File: src/rtl/fbr_pkg.sv
package fbr_pkg;

  typedef enum logic [1:0] {
    ST_IDLE   = 2'd0,
    ST_ACCESS = 2'd1,
    ST_STALL  = 2'd2,
    ST_GAP    = 2'd3
  } fbrState_e;

  // strobes from control to datapath
  typedef struct packed {
    logic loadAddr;    // capture the address-phase address
    logic rdEn;        // bank read enable for this cycle
    logic dataValid;   // bank data is returned this cycle
    logic stallEvent;  // access abandoned because bank went busy
  } fbrStrobe_t;

  localparam logic [1:0] TRANS_NONSEQ = 2'b10;
  localparam logic [1:0] TRANS_SEQ    = 2'b11;
  localparam logic [2:0] MODE_RETRY_IRQ = 3'b110;

endpackage

File: src/rtl/fbr_ctrl.sv
module fbr_ctrl
  import fbr_pkg::*;
#(
  parameter int READ_CYCLES = 3
) (
  input  logic       clk,
  input  logic       rstN,
  input  logic       hsel,
  input  logic [1:0] htrans,
  input  logic       hwrite,
  input  logic       hready,
  input  logic       bankDone,
  output logic       hreadyOut,
  output fbrStrobe_t strb
);

  localparam int CNT_W = (READ_CYCLES > 1) ? $clog2(READ_CYCLES) : 1;
  localparam logic [CNT_W-1:0] CNT_LAST = CNT_W'(READ_CYCLES - 1);

  fbrState_e state, stateNext;
  logic [CNT_W-1:0] cnt, cntNext;
  logic accept, lastCycle, inAccess;

  assign accept    = hsel && hready && !hwrite &&
                     ((htrans == TRANS_NONSEQ) || (htrans == TRANS_SEQ));
  assign inAccess  = (state == ST_ACCESS);
  assign lastCycle = inAccess && (cnt == CNT_LAST);

  always_comb begin
    hreadyOut       = (state == ST_IDLE) || (lastCycle && bankDone);
    strb.rdEn       = inAccess;
    strb.dataValid  = lastCycle && bankDone;
    strb.stallEvent = inAccess && !bankDone;
    strb.loadAddr   = hreadyOut && accept;
  end

  always_comb begin
    stateNext = state;
    cntNext   = cnt;
    unique case (state)
      ST_IDLE: begin
        if (accept) begin
          stateNext = ST_ACCESS;
          cntNext   = '0;
        end
      end
      ST_ACCESS: begin
        if (!bankDone) begin
          stateNext = ST_STALL;
          cntNext   = '0;
        end else if (cnt == CNT_LAST) begin
          cntNext   = '0;
          stateNext = accept ? ST_ACCESS : ST_IDLE;
        end else begin
          cntNext = cnt + 1'b1;
        end
      end
      ST_STALL: begin
        if (bankDone) stateNext = ST_GAP;
      end
      ST_GAP: begin
        stateNext = bankDone ? ST_ACCESS : ST_STALL;
        cntNext   = '0;
      end
      default: stateNext = ST_IDLE;
    endcase
  end

  always_ff @(posedge clk or negedge rstN) begin
    if (!rstN) begin
      state <= ST_IDLE;
      cnt   <= '0;
    end else begin
      state <= stateNext;
      cnt   <= cntNext;
    end
  end

  AST_EN_DROPS_AFTER_BUSY: assert property (@(posedge clk) disable iff (!rstN)
    (strb.rdEn && !bankDone) |=> !strb.rdEn);
  AST_NO_READY_ON_BUSY: assert property (@(posedge clk) disable iff (!rstN)
    (strb.rdEn && !bankDone) |-> !hreadyOut);
  AST_IDLE_GAP_BEFORE_RETRY: assert property (@(posedge clk) disable iff (!rstN)
    (state == ST_STALL && bankDone) |=> !strb.rdEn);
  AST_NO_WRITE_START: assert property (@(posedge clk) disable iff (!rstN)
    (state == ST_IDLE && hwrite) |=> !strb.rdEn);

endmodule

File: src/rtl/fbr_datapath.sv
module fbr_datapath
  import fbr_pkg::*;
#(
  parameter int ADDR_W = 16,
  parameter int DATA_W = 32
) (
  input  logic              clk,
  input  logic              rstN,
  input  fbrStrobe_t        strb,
  input  logic [ADDR_W-1:0] haddr,
  input  logic [DATA_W-1:0] bankRdata,
  input  logic [2:0]        rwwMode,
  input  logic              stallIrqClr,
  output logic [ADDR_W-1:0] bankAddr,
  output logic              bankRdEn,
  output logic [DATA_W-1:0] hrdata,
  output logic              stallIrq
);

  logic [ADDR_W-1:0] addrReg;
  logic irqSet;

  assign irqSet   = strb.stallEvent && (rwwMode == MODE_RETRY_IRQ);
  assign bankAddr = addrReg;
  assign bankRdEn = strb.rdEn;
  assign hrdata   = strb.dataValid ? bankRdata : '0;

  always_ff @(posedge clk or negedge rstN) begin
    if (!rstN) addrReg <= '0;
    else if (strb.loadAddr) addrReg <= haddr;
  end

  // sticky flag, a new stall wins over a clear in the same cycle
  always_ff @(posedge clk or negedge rstN) begin
    if (!rstN) stallIrq <= 1'b0;
    else if (irqSet) stallIrq <= 1'b1;
    else if (stallIrqClr) stallIrq <= 1'b0;
  end

  AST_ADDR_HELD: assert property (@(posedge clk) disable iff (!rstN)
    !strb.loadAddr |=> $stable(bankAddr));
  AST_IRQ_ONLY_MODE: assert property (@(posedge clk) disable iff (!rstN)
    $rose(stallIrq) |-> $past(rwwMode) == MODE_RETRY_IRQ);
  AST_IRQ_CLEARS: assert property (@(posedge clk) disable iff (!rstN)
    (stallIrqClr && !strb.stallEvent) |=> !stallIrq);

endmodule

File: src/rtl/flash_retry_reader.sv
module flash_retry_reader
  import fbr_pkg::*;
#(
  parameter int ADDR_W      = 16,
  parameter int DATA_W      = 32,
  parameter int READ_CYCLES = 3
) (
  input  logic              clk,
  input  logic              rstN,
  input  logic              hsel,
  input  logic [1:0]        htrans,
  input  logic [ADDR_W-1:0] haddr,
  input  logic              hwrite,
  input  logic              hready,
  output logic              hreadyOut,
  output logic [DATA_W-1:0] hrdata,
  output logic              hresp,
  input  logic [2:0]        rwwMode,
  input  logic              stallIrqClr,
  output logic              stallIrq,
  output logic [ADDR_W-1:0] bankAddr,
  output logic              bankRdEn,
  input  logic [DATA_W-1:0] bankRdata,
  input  logic              bankDone
);

  fbrStrobe_t strb;

  assign hresp = 1'b0;

  fbr_ctrl #(.READ_CYCLES(READ_CYCLES)) uCtrl (
    .clk(clk), .rstN(rstN), .hsel(hsel), .htrans(htrans), .hwrite(hwrite),
    .hready(hready), .bankDone(bankDone), .hreadyOut(hreadyOut), .strb(strb)
  );

  fbr_datapath #(.ADDR_W(ADDR_W), .DATA_W(DATA_W)) uDp (
    .clk(clk), .rstN(rstN), .strb(strb), .haddr(haddr), .bankRdata(bankRdata),
    .rwwMode(rwwMode), .stallIrqClr(stallIrqClr), .bankAddr(bankAddr),
    .bankRdEn(bankRdEn), .hrdata(hrdata), .stallIrq(stallIrq)
  );

endmodule

File: config.mk
export PLATFORM = sky130hd
export DESIGN_NAME = flash_retry_reader
export DESIGN_NICKNAME = d
export VERILOG_FILES = /design/src/rtl/fbr_pkg.sv /design/src/rtl/fbr_ctrl.sv /design/src/rtl/fbr_datapath.sv /design/src/rtl/flash_retry_reader.sv
export SDC_FILE = /design/constraint.sdc
export NUM_CORES = 1
export LEC_CHECK = 0
export CORE_UTILIZATION = 29
export DETAILED_ROUTE_END_ITERATION = 10
export MAX_ROUTING_LAYER = met4
export PLACE_DENSITY = 0.79
export REMOVE_ABC_BUFFERS = 1
export SETUP_SLACK_MARGIN = 0.3
export SLEW_MARGIN = 0
export SYNTH_ARGS = -nofsm -noshare
export SYNTH_HDL_FRONTEND = slang
export SYNTH_SLANG_ARGS = --single-unit
File: constraint.sdc
create_clock -name clk -period 2 [get_ports clk]
set_input_delay 0.4 -clock clk [delete_from_list [all_inputs] [get_ports clk]]
set_output_delay 0.4 -clock clk [all_outputs]
set_load 0.005 [all_outputs]
==> impl_metrics.json, run 1 <==
{
  "status": "finished, final reports clean",
  "core-area_um2": 3720,
  "final.period_utilization": 0.983,
  "rows": 22,
  "dp_slack_ns": -0.400,
  "synth_top_family_by_area": "simple AND/OR/NAND/NOR gates",
  "routedWlPerCell_um": 14.8,
  "synthAdderAreaFrac": 0,
  "synth.avg_cell_area_um2": 11.4,
  "max-vdd-ir-drop_mv": 0.501,
  "p_switching_uw": 485,
  "netlist_instances": 100,
  "hold_slack_ns": 0.486,
  "wirelength_um": 4040,
  "drive_gt1_frac": 0.406,
  "power_mw": 1.84,
  "cts_tree": "built",
  "grt_pass1_vias": 1113,
  "synth.area.top_cells": "dfrtp_1 46%, and2_1 18%, mux2_4 13%, mux2_2 5.9%, a21oi_1 1.8%",
  "postRouteAntennaNets": 0,
  "crit_slowest_cell": "dfrtp_1",
  "max_freq_mhz": 509,
  "clockBufferDepth": 2,
  "instances_no_fill": 272,
  "worstPathRequired_ns": 1.60,
  "worst_slack_ns": 0.0337,
  "final-hold-violation-count": 0,
  "fin_tns_setup_ns": 0,
  "synthXorXnorAreaFrac": 0,
  "pin_count": 112,
  "postLayoutCoreUtil": 0.689,
  "synth_top_area_frac": 0.462,
  "crit_top_cell": "buf_6",
  "place.gp.congestion": 0.797,
  "grt.total_usage": 0.183,
  "layout_min_cycle_time_ns": 1.97,
  "yosys.area_share.simple": 0.230,
  "yosys-mux-area-fraction": 0.191,
  "crit_fanout": 8,
  "cp-start-kind": "register",
  "dpl_cell_area_um2": 2330,
  "dr.pass1.iters": 4,
  "dpl.hpwl_um": 2800,
  "die_h_um": 64.7,
  "place_inst": 260,
  "synthDistinctLibCells": 23,
  "via_per_inst": 4.33,
  "clk_pin_slew_ns": 0.07,
  "die_area_um2": 4180,
  "antenna_cells": 0,
  "p_clk_frac": 0.145,
  "nets": 285,
  "yosys.area.top_type": "dfrtp_1",
  "synth_seq_area_share": 0.462,
  "finClkSkew_ns": 0.00255,
  "switching_share": 0.263,
  "critPathKind": "register to output pin",
  "ys.warnings.count": 0,
  "netlist_area_um2": 1140,
  "combPwrFrac": 0.480,
  "htreeDepth": 1,
  "vias": 1177,
  "port-buffer-count": 109,
  "cts_buffers": 3,
  "drtIter0Drc": 74,
  "clk_latency_ns": 0.25,
  "overflow": 0,
  "hold_buffers": 0,
  "grt_pass1_wl_um": 5710,
  "cp.arrival_ns": 1.57,
  "slew_viol_final": 0,
  "p_per_area_nw_per_um2": 720,
  "crit_path_cell_trace": "nand3b_1 -> nor2_4 -> buf_6 -> buf_6 -> buf_16 -> and2_4 -> buf_6",
  "die_w_um": 64.7,
  "final_area_um2": 2560,
  "antenna_found_initial": 0,
  "p_int_mw": 1.36,
  "end_kind": "output pin",
  "p_leak_nw": 1.18,
  "min_path_type": "input port to async pin",
  "root_buffer": "clkbuf_8",
  "rsz0062_at_grt": "yes",
  "drc": 0,
  "syn2layout_area_growth_pct": 125,
  "cpPeakStageDelay_ns": 0.38,
  "finalSetupViolations": 0,
  "clock-sinks": 21,
  "synth_compound_area_frac": 0.0560,
  "pwr-share-seq": 0.375,
  "max_cap_violations": 0,
  "grt_max_degree": 22,
  "start_util": 0.306,
  "ys_seq_elements": 21
}
power groups by stage:
stage	clock network (mW)	registers [mW]	logic [mW]
floorplan	0	0.723	0.259
global placement	0	0.683	0.842
detailed placement	0	0.691	0.861
CTS	0.282	0.687	0.868
global route	0.301	0.709	0.943
finish	0.267	0.691	0.885
final cells by class:
| cell class | count | area, um^2 |
|---|---|---|
| clock buffers | 4 | 45.0 |
| repair buffers | 127 | 1310 |
| flip-flops and latches | 21 | 526 |
| fillers | 291 | 1160 |
| inverters | 3 | 11.3 |
| multi-input cells | 69 | 611 |
| well taps | 48 | 60.1 |
path summary, 6_finish.rpt:
kind	from	endpoint	slack [ns]	depth (start not counted)
setup reg to reg	uCtrl.cnt[0]$_DFFE_PN0P_	uDp.bankAddr[12]$_DFFE_PN0P_	0.34	5
setup / recovery	register	hrdata[21]	0.03	7
hold reg to reg	uDp.bankAddr[0]$_DFFE_PN0P_	uDp.bankAddr[0]$_DFFE_PN0P_	0.51	1
min in group clk	uDp.bankAddr[0]$_DFFE_PN0P_	uDp.bankAddr[0]$_DFFE_PN0P_	0.51	1
max in group asynchronous	rstN	uDp.bankAddr[15]$_DFFE_PN0P_	1.30	2
hold / removal	rstN	uDp.bankAddr[10]$_DFFE_PN0P_	0.49	2
layout by cell type, fill, tap and decap left out, drive strengths merged:
cell type	synthesis	final
o211ai	2	2
clkdlybuf4s15	0	7
mux2	16	16
inv	3	3
conb	1	1
o31ai	2	2
o21ai	1	1
nand2	1	1
a21oi	4	4
dfrtp	21	21
a211o	1	1
dlygate4sd2	0	2
clkdlybuf4s50	0	74
nand3b	2	2
clkbuf	4	5
buf	3	43
nor4bb	1	1
nor2	3	3
nand2b	1	1
and2	32	32
nor2b	1	1
nand4b	1	1
layer usage:
metal / global-route usage / up-vias / wire, um
li1: - / 575 / -
met1: 0.210 / 578 / 1610
met2: 0.336 / 22 / 2330
met3: 0.0264 / 2 / 77
met4: 0.0417 / 0 / 25
met5: - / - / 0
timing repair:
action	CTS	global route
gates cloned	3	0
buffers inserted	3	2
endpoints found under the setup margin	50	33
resized for setup	139	32
pin swaps	4	15
cells in the mapped netlist:
cell type	instances
nor4bb_1	1
o31ai_1	2
buf_6	1
a21oi_1	4
conb_1	1
nand4b_1	1
nand2_1	1
nor2b_1	1
buf_12	1
o21ai_0	1
nor2_1	3
clkbuf_1	3
inv_1	3
mux2_2	6
and2_1	32
clkbuf_2	1
dfrtp_1	21
nand3b_1	2
buf_4	1
nand2b_1	1
o211ai_1	2
a211o_1	1
mux2_4	10
registers in the layout, indices dropped and copies added, names as in the netlist, named ones only:
name,count
uDp.bankAddr,16
uDp.stallIrq,1
uCtrl.cnt,2
uCtrl.state,1
cells by family after synthesis:
group / after synthesis
other: 1
muxes: 16
buffers and inverters: 10
and+or+nand+nor: 42
AOI/OAI and AO/OA: 10
DFF: 21
worst max-delay path: cells and delay by family (launching register included):
| family | cells | cell delay (ns) |
|---|---|---|
| flip-flops | 1 | 0.38 |
| buffers and inverters | 4 | 0.44 |
| AND/OR/NAND/NOR | 3 | 0.50 |
(Power assumes the default switching activity.)
==> run 2: changes to the inputs <==
- CTS_BUF_LIST: not set -> sky130_fd_sc_hd__clkbuf_8 sky130_fd_sc_hd__clkbuf_16
==> impl_metrics.json, run 2 (synthesis results as in run 1) <==
{
  "finClkSkew_ns": 0.00244,
  "critPathKind": "register to output pin",
  "grt.total_usage": 0.183,
  "postRouteAntennaNets": 0,
  "p_int_mw": 1.35,
  "die_w_um": 64.7,
  "root_buffer": "clkbuf_8",
  "via_per_inst": 4.32,
  "pin_count": 112,
  "combPwrFrac": 0.482,
  "fin_tns_setup_ns": 0,
  "power_mw": 1.84,
  "crit_fanout": 8,
  "core-area_um2": 3720,
  "place.gp.congestion": 0.797,
  "final_cell_mix": "74 x clkdlybuf4s50_1, 21 x dfrtp_1, 20 x buf_6, 18 x and2_4, 14 x and2_1",
  "drive_gt1_frac": 0.406,
  "finalSetupViolations": 0,
  "fillers": 291,
  "clockBufferDepth": 2,
  "postLayoutCoreUtil": 0.689,
  "final_area_um2": 2560,
  "p_per_area_nw_per_um2": 718,
  "routedWlPerCell_um": 14.8,
  "clock-sinks": 21,
  "grt_pass1_vias": 1113,
  "p_switching_uw": 485,
  "overflow": 0,
  "hold_buffers": 0,
  "drc": 0,
  "instances_no_fill": 272,
  "cts_buffers": 3,
  "end_kind": "output pin",
  "antenna_found_initial": 0,
  "max_cap_violations": 0,
  "dr.pass1.iters": 4,
  "p_leak_nw": 1.18,
  "p_clk_frac": 0.143,
  "min_path_type": "input port to async pin",
  "dpl_cell_area_um2": 2330,
  "die_area_um2": 4180,
  "clk_latency_ns": 0.25,
  "rsz0062_at_grt": "yes",
  "worstPathRequired_ns": 1.60,
  "max_freq_mhz": 509,
  "place_inst": 260,
  "layout_min_cycle_time_ns": 1.97,
  "dpl.hpwl_um": 2800,
  "switching_share": 0.264,
  "grt_pass1_wl_um": 5710,
  "multiInputGateArea_um2": 611,
  "htreeDepth": 1,
  "antenna_cells": 0,
  "max-vdd-ir-drop_mv": 0.502,
  "syn2layout_area_growth_pct": 125,
  "clk_pin_slew_ns": 0.07,
  "die_h_um": 64.7,
  "regArea_um2": 526,
  "nets": 285,
  "cp-start-kind": "register",
  "start_util": 0.306,
  "wirelength_um": 4040,
  "final_common_cell": "clkdlybuf4s50_1",
  "pwr-share-seq": 0.376,
  "grt_max_degree": 22,
  "slew_viol_final": 0,
  "cp.arrival_ns": 1.57,
  "cts_tree": "built",
  "final.period_utilization": 0.983,
  "drtIter0Drc": 74,
  "final-hold-violation-count": 0,
  "port-buffer-count": 109,
  "largest_reg_flops": 16,
  "vias": 1174,
  "rows": 22,
  "status": "finished, final reports clean"
}
run 2: power groups by stage:
stage | registers, mW | logic [mW] | clock network (mW)
floorplan | 0.723 | 0.259 | 0
global placement | 0.683 | 0.842 | 0
detailed placement | 0.691 | 0.861 | 0
CTS | 0.687 | 0.868 | 0.278
global route | 0.709 | 0.943 | 0.297
finish | 0.690 | 0.885 | 0.262
run 2: layout make-up:
cell class,instances,share of cell area
Multi-Input combinational cell,69,0.239
Clock buffer,3,0.0161
Clock inverter,1,0.00147
Timing Repair Buffer,127,0.511
Tap cell,48,0.0235
Sequential cell,21,0.205
Inverter,3,0.00440
run 2: what timing repair did:
action,CTS,global route
endpoints found under the setup margin,50,33
gates resized for setup,139,32
gates cloned,3,0
endpoints found under the hold margin,0,0
setup buffers,3,2
pin swaps,4,15
run 2: stage by stage:
stage	hold slack, ns	setup slack, ns
6_report	0.488	0.0337
4_1_cts	0.487	0.0335
5_1_grt	0.524	-0.0515
3_3_place_gp	0.487	-0.414
2_1_floorplan	0.104	0.0779
3_5_place_dp	0.491	-0.400
run 2: critical path, cell delays in order (launching register included):
cell and delay [ns]:
dfrtp_1 0.38, nand3b_1 0.23, nor2_4 0.13, buf_6 0.11, buf_6 0.12, buf_16 0.12
and2_4 0.14, buf_6 0.09
run 2: final timing paths:
| check | startpoint | endpoint | slack [ns] | cells past startpoint |
|---|---|---|---|---|
| min in group clk | uDp.bankAddr[13]$_DFFE_PN0P_ | uDp.bankAddr[13]$_DFFE_PN0P_ | 0.51 | 1 |
| worst max register to register | uCtrl.cnt[0]$_DFFE_PN0P_ | uDp.bankAddr[12]$_DFFE_PN0P_ | 0.34 | 5 |
| worst min register to register | uDp.bankAddr[13]$_DFFE_PN0P_ | uDp.bankAddr[13]$_DFFE_PN0P_ | 0.51 | 1 |
| worst max-delay path | register | hrdata[21] | 0.03 | 7 |
| worst min-delay path | rstN | uDp.bankAddr[10]$_DFFE_PN0P_ | 0.49 | 2 |
| max in group asynchronous | rstN | uDp.bankAddr[15]$_DFFE_PN0P_ | 1.30 | 2 |
run 2: layer usage:
| metal | routed length [um] | global-route usage |
|---|---|---|
| met5 | 0 | - |
| met4 | 25 | 0.0417 |
| met3 | 77 | 0.0264 |
| met2 | 2340 | 0.336 |
| met1 | 1590 | 0.210 |
==> run 3: changes to the inputs <==
- CORE_UTILIZATION: 29 -> 27
- PLACE_DENSITY: 0.79 -> 0.77
- clock period: 2 -> 1.8 ns (I/O delays scaled with it)
==> impl_metrics.json, run 3 (synthesis results as in run 1) <==
{
  "place.gp.congestion": 0.774,
  "max-vdd-ir-drop_mv": 0.474,
  "fillers": 311,
  "syn2layout_area_growth_pct": 143,
  "cts_tree": "built",
  "cts_buffers": 3,
  "htreeDepth": 1,
  "antenna_cells": 0,
  "overflow": 0,
  "crit_fanout": 4,
  "final.period_utilization": 1.12,
  "vias": 1249,
  "grt_pass1_vias": 992,
  "regArea_um2": 526,
  "endpoint": "hrdata[20]",
  "die_w_um": 66.9,
  "r2r_setup_slack_ns": 0.17,
  "clk_latency_ns": 0.26,
  "cp.arrival_ns": 1.66,
  "ff2ff_path_depth": 5,
  "dr.pass1.iters": 4,
  "grt_pass1_wl_um": 4670,
  "cp-start-kind": "register",
  "slew_viol_final": 0,
  "rows": 23,
  "drive_gt1_frac": 0.467,
  "multiInputGateArea_um2": 638,
  "worst_slack_ns": -0.216,
  "final_common_cell": "clkdlybuf4s50_1",
  "max_freq_mhz": 496,
  "hold_buffers": 0,
  "antenna_found_initial": 0,
  "min_path_type": "input port to async pin",
  "root_buffer": "clkbuf_8",
  "clk_pin_slew_ns": 0.08,
  "rr_startpoint": "uCtrl.cnt[0]$_DFFE_PN0P_",
  "dpl.hpwl_um": 2650,
  "p_leak_nw": 1.57,
  "via_per_inst": 4.22,
  "finalSetupViolations": 32,
  "critPathKind": "register to output pin",
  "grt.total_usage": 0.143,
  "clockBufferDepth": 2,
  "cpPeakStageDelay_ns": 0.39,
  "core-area_um2": 4030,
  "drc": 0,
  "p_per_area_nw_per_um2": 797,
  "pin_count": 112,
  "crit_slowest_cell": "dfrtp_1",
  "routedWlPerCell_um": 14.3,
  "die_h_um": 66.9,
  "crit_path_cell_trace": "nand3b_1 -> nor2_4 -> buf_6 -> buf_6 -> buf_6 -> buf_6 -> and2_4 -> buf_6",
  "rr_endpoint": "uDp.bankAddr[7]$_DFFE_PN0P_",
  "start_util": 0.283,
  "worstPathRequired_ns": 1.44,
  "status": "finished with violations",
  "power_mw": 2.21,
  "clock-sinks": 21,
  "end_kind": "output pin",
  "dp_slack_ns": -0.495,
  "max_cap_violations": 0,
  "rsz0062_at_grt": "yes",
  "postRouteAntennaNets": 0,
  "die_area_um2": 4480,
  "violations": "setup timing",
  "port-buffer-count": 109,
  "largest_reg_flops": 16,
  "nets": 307,
  "final_cell_mix": "58 x clkdlybuf4s50_1, 41 x buf_6, 21 x dfrtp_1, 20 x and2_4, 18 x buf_4",
  "grt_max_degree": 22,
  "crit_top_cell": "buf_6",
  "layout_min_cycle_time_ns": 2.02,
  "drtIter0Drc": 30,
  "wirelength_um": 4240,
  "finClkSkew_ns": 0.00191,
  "final-hold-violation-count": 0
}
[run 3: cell types whose count changed in the layout (fill, tap and decap cells not counted), moves of 2 or more]
cell             delta
and2_1              -2
clkdlybuf4s50_1    -16
buf_4               +7
mux2_4              +6
and2_4              +2
buf_16              -3
mux2_2              -6
dlymetal6s2s_1     +16
clkdlybuf4s15_2     -7
buf_6              +21
clkbuf_2            +4
[run 3: worst min-delay path by stage]
| stage | startpoint | end | slack [ns] | depth (start not counted) |
|---|---|---|---|---|
| 2_1_floorplan | rstN | async pin | 0.06 | 0 |
| 3_3_place_gp | uDp.bankAddr[1]$_DFFE_PN0P_ | uDp.bankAddr[1]$_DFFE_PN0P_ | 0.49 | 1 |
| 3_5_place_dp | uDp.bankAddr[3]$_DFFE_PN0P_ | uDp.bankAddr[3]$_DFFE_PN0P_ | 0.49 | 1 |
| 4_1_cts | rstN | uCtrl.state[0]$_DFFE_PN0P_ | 0.46 | 2 |
| 5_1_grt | rstN | uDp.bankAddr[10]$_DFFE_PN0P_ | 0.45 | 2 |
| 6_report | rstN | uDp.bankAddr[9]$_DFFE_PN0P_ | 0.45 | 2 |
[run 3: layer usage]
layer / wire [um] / up-vias / track usage
met5: 0 / - / -
met4: 6 / 0 / 0.0160
met3: 183 / 2 / 0.0411
met2: 2300 / 33 / 0.229
met1: 1760 / 593 / 0.183
li1: - / 621 / -
[run 3: critical path, delay by kind of cell, from the launching register on]
family / cells / cell delay (ns)
and+or+nand+nor: 3 / 0.52
buffers and inverters: 5 / 0.48
DFF: 1 / 0.39
[run 3: where the power goes]
group	total [mW]	internal, mW	leakage [nW]	switching (mW)
combinational	1.14	0.803	1.27	0.333
clock	0.303	0.154	0.0255	0.149
sequential	0.767	0.662	0.270	0.105
[run 3: repair_timing]
action | CTS | global route
gates resized for setup | 46 | 144
setup buffers | 6 | 18
pin swaps | 6 | 17
gates cloned | 2 | 2
setup endpoints to repair | 50 | 65
[run 3: layout make-up]
| class | instances | area share |
|---|---|---|
| repair buffers | 149 | 0.536 |
| multi-input cells | 69 | 0.231 |
| flip-flops and latches | 21 | 0.190 |
| well taps | 50 | 0.0226 |
| clock buffers | 3 | 0.0149 |
| inverters | 3 | 0.00407 |
| clock inverters | 1 | 0.00181 |
[run 3: per-stage QoR]
stage,util,std cells,hold slack [ns],setup TNS (ns),area [um^2]
3_3_place_gp,0.581,264,0.487,-17.56,2340
6_report,0.687,296,0.452,-3.72,2770
5_1_grt,0.687,296,0.454,-6.07,2770
4_1_cts,0.611,276,0.456,-11.30,2460
2_1_floorplan,-,93,0.0644,-2.63,1080
3_5_place_dp,0.581,264,0.493,-17.82,2340
